==> src/rtl/sleep_wdt_pkg.sv <==
package sleep_wdt_pkg;
    localparam int INSTR_W = 16;
    localparam int PHASE_W = 2;
    localparam logic [INSTR_W-1:0] SLEEP_OPC = 16'h0003;
    localparam logic [PHASE_W-1:0] PH_Q1 = 2'd0;
    localparam logic [PHASE_W-1:0] PH_Q3 = 2'd2;
    localparam logic [PHASE_W-1:0] PH_Q4 = 2'd3;

    typedef enum logic [1:0] {
        ST_AWAKE,
        ST_ARMED,
        ST_ASLEEP,
        ST_WAKE
    } pwr_state_t;
endpackage

==> src/rtl/sleep_wdt_counter.sv <==
module sleep_wdt_counter #(
    parameter int CNT_W = 8,
    parameter int PS_W  = 7,
    parameter int SEL_W = 3
) (
    input  logic             clk,
    input  logic             rst_n,
    input  logic             tick,
    input  logic             clr,
    input  logic [SEL_W-1:0] ps_sel,
    output logic             timeout
);
    localparam logic [CNT_W-1:0] CNT_TOP = {CNT_W{1'b1}};

    logic [CNT_W-1:0] cnt_q;
    logic [PS_W-1:0]  ps_q;
    logic [PS_W-1:0]  ps_term;
    logic             at_end;

    always_comb begin
        ps_term = ~({PS_W{1'b1}} << ps_sel);
        at_end  = (cnt_q == CNT_TOP) && (ps_q == ps_term);
        timeout = tick && !clr && at_end;
    end

    always_ff @(posedge clk or negedge rst_n) begin
        if (!rst_n) begin
            cnt_q <= '0;
            ps_q  <= '0;
        end else if (clr) begin
            cnt_q <= '0;
            ps_q  <= '0;
        end else if (tick) begin
            if (cnt_q == CNT_TOP) begin
                cnt_q <= '0;
                ps_q  <= (ps_q == ps_term) ? '0 : ps_q + 1'b1;
            end else begin
                cnt_q <= cnt_q + 1'b1;
            end
        end
    end


    restart_after_timeout_chk: assert property (@(posedge clk) disable iff (!rst_n)
        timeout |=> (cnt_q == '0) && (ps_q == '0));


    clear_zeroes_chk: assert property (@(posedge clk) disable iff (!rst_n)
        clr |=> (cnt_q == '0) && (ps_q == '0));
endmodule

==> src/rtl/sleep_wdt_fsm.sv <==
module sleep_wdt_fsm
    import sleep_wdt_pkg::*;
(
    input  logic               clk,
    input  logic               rst_n,
    input  logic [INSTR_W-1:0] instr,
    input  logic               instr_valid,
    input  logic [PHASE_W-1:0] q_phase,
    input  logic               wake_req,
    input  logic               wdt_timeout,
    output logic               wdt_clr,
    output logic               osc_en,
    output logic               to_bit,
    output logic               pd_bit,
    output logic               wake_pulse,
    output logic               wdt_rst_req
);
    pwr_state_t state_q, state_d;
    logic       sleep_hit;

    assign sleep_hit = instr_valid && (instr == SLEEP_OPC) && (q_phase == PH_Q1);

    always_comb begin
        state_d = state_q;
        unique case (state_q)
            ST_AWAKE:  if (sleep_hit) state_d = ST_ARMED;
            ST_ARMED:  if (q_phase == PH_Q4) state_d = ST_ASLEEP;
            ST_ASLEEP: if (wdt_timeout || wake_req) state_d = ST_WAKE;
            ST_WAKE:   state_d = ST_AWAKE;
            default:   state_d = ST_AWAKE;
        endcase
    end

    always_ff @(posedge clk or negedge rst_n) begin
        if (!rst_n) state_q <= ST_AWAKE;
        else        state_q <= state_d;
    end

    always_comb begin
        osc_en     = (state_q != ST_ASLEEP);
        wake_pulse = (state_q == ST_WAKE);
        wdt_clr    = (state_q == ST_ARMED) && (q_phase == PH_Q3);
    end

    always_ff @(posedge clk or negedge rst_n) begin
        if (!rst_n) begin
            to_bit      <= 1'b1;
            pd_bit      <= 1'b1;
            wdt_rst_req <= 1'b0;
        end else begin
            wdt_rst_req <= wdt_timeout && (state_q != ST_ASLEEP);
            if (wdt_clr) begin
                to_bit <= 1'b1;
                pd_bit <= 1'b0;
            end else if (state_q == ST_ASLEEP && wdt_timeout) begin
                to_bit <= 1'b0;
            end
        end
    end


    to_rise_source_chk: assert property (@(posedge clk) disable iff (!rst_n)
        $rose(to_bit) |-> $past(state_q == ST_ARMED && q_phase == PH_Q3));


    asleep_pd_low_chk: assert property (@(posedge clk) disable iff (!rst_n)
        (state_q == ST_ASLEEP) |-> !pd_bit);


    wake_single_chk: assert property (@(posedge clk) disable iff (!rst_n)
        wake_pulse |=> !wake_pulse);


    to_fall_on_wake_chk: assert property (@(posedge clk) disable iff (!rst_n)
        $fell(to_bit) |-> (state_q == ST_WAKE));


    ext_wake_flags_chk: assert property (@(posedge clk) disable iff (!rst_n)
        (state_q == ST_ASLEEP && wake_req && !wdt_timeout) |=> $stable(to_bit) && $stable(pd_bit));


    timeout_wins_chk: assert property (@(posedge clk) disable iff (!rst_n)
        (state_q == ST_ASLEEP && wdt_timeout) |=> !to_bit && wake_pulse);


    rst_req_single_chk: assert property (@(posedge clk) disable iff (!rst_n)
        wdt_rst_req |=> !wdt_rst_req);
endmodule

==> src/rtl/sleep_wdt_ctrl.sv <==
module sleep_wdt_ctrl #(
    parameter int WDT_CNT_W = 8,
    parameter int WDT_PS_W  = 7,
    parameter int WDT_SEL_W = 3
) (
    input  logic                 clk,
    input  logic                 rst_n,
    input  logic [15:0]          instr,
    input  logic                 instr_valid,
    input  logic [1:0]           q_phase,
    input  logic                 wdt_tick,
    input  logic [WDT_SEL_W-1:0] wdt_ps_sel,
    input  logic                 wake_req,
    output logic                 osc_en,
    output logic                 to_bit,
    output logic                 pd_bit,
    output logic                 wake_pulse,
    output logic                 wdt_rst_req
);
    logic wdt_timeout;
    logic wdt_clr;

    sleep_wdt_counter #(
        .CNT_W (WDT_CNT_W),
        .PS_W  (WDT_PS_W),
        .SEL_W (WDT_SEL_W)
    ) wdt_i (
        .clk     (clk),
        .rst_n   (rst_n),
        .tick    (wdt_tick),
        .clr     (wdt_clr),
        .ps_sel  (wdt_ps_sel),
        .timeout (wdt_timeout)
    );

    sleep_wdt_fsm fsm_i (
        .clk         (clk),
        .rst_n       (rst_n),
        .instr       (instr),
        .instr_valid (instr_valid),
        .q_phase     (q_phase),
        .wake_req    (wake_req),
        .wdt_timeout (wdt_timeout),
        .wdt_clr     (wdt_clr),
        .osc_en      (osc_en),
        .to_bit      (to_bit),
        .pd_bit      (pd_bit),
        .wake_pulse  (wake_pulse),
        .wdt_rst_req (wdt_rst_req)
    );
endmodule

==> config.mk <==
export PLATFORM = sky130hd
export DESIGN_NAME = sleep_wdt_ctrl
export DESIGN_NICKNAME = d
export VERILOG_FILES = /design/src/rtl/sleep_wdt_pkg.sv /design/src/rtl/sleep_wdt_counter.sv /design/src/rtl/sleep_wdt_fsm.sv /design/src/rtl/sleep_wdt_ctrl.sv
export SDC_FILE = /design/constraint.sdc
export NUM_CORES = 1
export LEC_CHECK = 0
export BUFFER_PORTS_ARGS = -buffer_cell sky130_fd_sc_hd__buf_4
export CELL_PAD_IN_SITES_DETAIL_PLACEMENT = 1
export CELL_PAD_IN_SITES_GLOBAL_PLACEMENT = 1
export CORE_MARGIN = 10
export CORE_UTILIZATION = 37
export CTS_BUF_LIST = sky130_fd_sc_hd__clkbuf_4
export DETAILED_ROUTE_END_ITERATION = 8
export GPL_TIMING_DRIVEN = 0
export PLACE_DENSITY_LB_ADDON = 0.12
export SYNTH_ARGS = -nofsm -noshare
export SYNTH_HDL_FRONTEND = slang
export SYNTH_SLANG_ARGS = --single-unit
==> constraint.sdc <==
create_clock -name clk -period 2 [get_ports clk]
set_input_delay 0.4 -clock clk [delete_from_list [all_inputs] [get_ports clk]]
set_output_delay 0.4 -clock clk [all_outputs]
set_load 0.005 [all_outputs]
==> results.yml <==
status:
  outcome: "finished, violations left"
  violations: "setup timing"
grt:
  met3_usage: 0.0256
  use_met2: 0.230
  grt_start_max_net_pins: 21
  grt_pass1_wl_mm: 6.95
  grtUsageTotal: 0.130
  grt_pass1_vias: 1399
  gr-usage-met1: 0.158
  grt_busiest_layer: "met2"
  overflow: 0
  antenna_found_initial: 0
logic_synthesis:
  synth_edf_count: 0
  yosysWarnings: 0
  synth_common_cells: "dfrtp_1 (18), nand2_1 (16), nor2_1 (13), a21oi_1 (12), nand3_1 (10)"
  yosysUniqueCellTypes: 44
  ys.flop_type: "dfrtp_1"
  synth_most_common_cell: "dfrtp_1"
  syn_nets: 187
  synth_area_leaders: "dfrtp_1 (34%), ha_1 (6.5%), a21oi_1 (4.5%)"
  yosysTopAreaCell: "dfrtp_1"
  yosysSeqAreaShare: 0.376
  netlist_instances: 154
  synth_seq_cells: 20
  syn_area_um2: 1340
  syn_avg_cell_area_um2: 8.69
  ys_async_sr_fraction: 1.00
  yosysTopAreaCellShare: 0.337
pwr:
  ir_drop_v: 0.000527
  power_density_nw_per_um2: 866
  p_leak_uw: 0.000768
layout:
  areaGrowthSynthToFinish_pct: 33.7
  fin_util: 0.523
  diodes: 0
  drive_above_1_share: 0.327
  fin_cells: 242
  regArea_um2: 503
  multi_input_area_um2: 865
  finalNetCount: 230
  fillers: 410
worst_setup_path:
  required_ps: 2230
  reg2regPathDepth: 6
  arrival_ps: 2250
  path_cells: "ha_4 -> a21boi_4 -> or4b_4 -> o32ai_4 -> mux2_4 -> o211ai_1"
  cp_max_fo: 3
  slowest_delay_ps: 490
  endpoint_kind: "register"
  start_kind: "register"
  crit_type: "reg2reg"
  slowest_stage: "or4b_4"
min_path:
  hp-class: "in2reg"
  timing.hold.worst_path_depth: 3
timing:
  timing.fmax_mhz: 495
  fin_crit_sh: 1.01
  tns_ps: -20.6
  finalCriticalPeriod_ps: 2020
  drv_slew: 0
  worstMarginPinSlew_ps: 527
  hold_viol_final: 0
  slew_headroom: 0.646
  rsz0062_at_grt: "yes"
  setup_viol_count_final: 1
  fin_worst_skew_ps: 2.35
  layout_setup_ws_ps: -20.6
place:
  numPortBuffers: 28
  gp_congestion: 0.869
  pre_cts_ws_ps: -159
  dpl.hpwl_mm: 3.02
  place_inst: 228
routing:
  drt-vias-per-instance: 5.53
  antenna_left: 0
  firstDrtPassIters: 4
  vias: 1339
  route.detailed.drc: 0
  wl_per_cell_um: 16.8
  drtIter0Drc: 84
  finalWirelength_mm: 4.07
run:
  cap_violations: 0
cts:
  root_buffer: "clkbuf_4"
  clk_pin_slew_worst_paths_ps: 120
  clock-sinks: 20
  numCtsBuffers: 3
  insertion_delay_ps: 310
  clock_path_buffers: 2
  cts_tree: "yes"
  htreeDepth: 1
floorplanning:
  fp.coreArea_um2: 3420
  num_rows: 21
  die_h_um: 80.1
  start_util: 0.392
  ios: 31
  dieArea_um2: 6420
  fp.dieW_um: 80.1
-- metal layers --
layer	vias to the layer above	share of wire
met5	-	0
li1	651	-
met2	23	0.51
met1	659	0.44
met3	6	0.035
met4	0	0.013
-- what timing repair did --
action	4_1_cts	5_1_grt
hold endpoints to repair	18	0
gates cloned	0	0
hold buffers	1	0
setup buffers	7	2
setup endpoints to repair	2	5
pin swaps	1	0
gates resized for setup	4	7
-- worst max-delay path: cells and delay by family (launching register included) --
family,cells,cell delay (ps)
AO/OA/AOI/OAI,3,500
AND/OR/NAND/NOR,1,490
flip-flops,1,440
multiplexers,1,330
adder cells (fa/ha/maj),1,180
-- sequential cells by signal (all words and copies together), names as in the netlist --
name               flops
fsm_i.pd_bit           1
fsm_i.wdt_rst_req      1
fsm_i.state_q          2
wdt_i.ps_q             7
wdt_i.cnt_q            8
fsm_i.to_bit           1
-- layout by cell type (no fill, tap or decap), drive strengths merged, types with 2 or more instances in the layout --
master / instances
dfrtp: 18
nand4b: 3
nand4: 2
a311oi: 2
buf: 41
nand2: 16
nor3b: 2
inv: 5
or2: 2
and3: 3
clkbuf: 4
o211ai: 3
or3: 3
nor4: 4
and2: 4
ha: 7
xor2: 5
nor2: 13
o22ai: 2
a21oi: 12
dfstp: 2
nand3: 10
nor3: 7
o21ai: 8
-- kinds of logic (layout without fill, tap and decap cells) --
group,count (synthesis),after routing,synth area share
AO/OA/AOI/OAI,37,37,0.183
XOR/XNOR,6,6,0.0393
adder cells (fa/ha/maj),7,7,0.0655
buffers and inverters,10,52,0.0365
flip-flops,20,20,0.376
multiplexers,2,2,0.0159
AND/OR/NAND/NOR,72,72,0.283
-- power by group --
group / switching [uW] / leakage [uW] / internal (uW) / total [uW]
registers: 72.9 / 0.000261 / 485 / 558
clock network: 134 / 0.0000154 / 73.0 / 207
logic: 371 / 0.000491 / 412 / 783
-- final timing paths --
path                       slack, ps                          from                           end
setup / recovery                 -20  fsm_i.state_q[0]$_DFFE_PN0P_  fsm_i.state_q[1]$_DFFE_PN0P_
hold / removal                   390                      wdt_tick    wdt_i.cnt_q[1]$_DFFE_PN0P_
setup reg to reg                 -20  fsm_i.state_q[0]$_DFFE_PN0P_  fsm_i.state_q[1]$_DFFE_PN0P_
hold reg to reg                  490      fsm_i.to_bit$_DFFE_PN1P_      fsm_i.to_bit$_DFFE_PN1P_
max in group asynchronous       1240                         rst_n      fsm_i.pd_bit$_DFFE_PN1N_
min in group asynchronous        490                         rst_n    wdt_i.cnt_q[6]$_DFFE_PN0P_
-- area by class of cell --
type                    instances  share of cell area
plain buffers                   5              0.0168
clock buffers                   3              0.0126
clock inverters                 1             0.00210
inverters                       5              0.0105
multi-input cells             124               0.484
flip-flops and latches         20               0.281
well taps                      46              0.0322
repair buffers                 38               0.161
-- per-stage QoR --
stage	power [uW]	instance area (um^2)	hold slack [ps]
final	1550	1790	391
after CTS	1490	1750	398
after detailed placement	1160	1640	299
after floorplan	947	1370	104
after global placement	1120	1640	294
after global routing	1660	1790	407
Note: power is estimated with default switching activity, not from simulation.
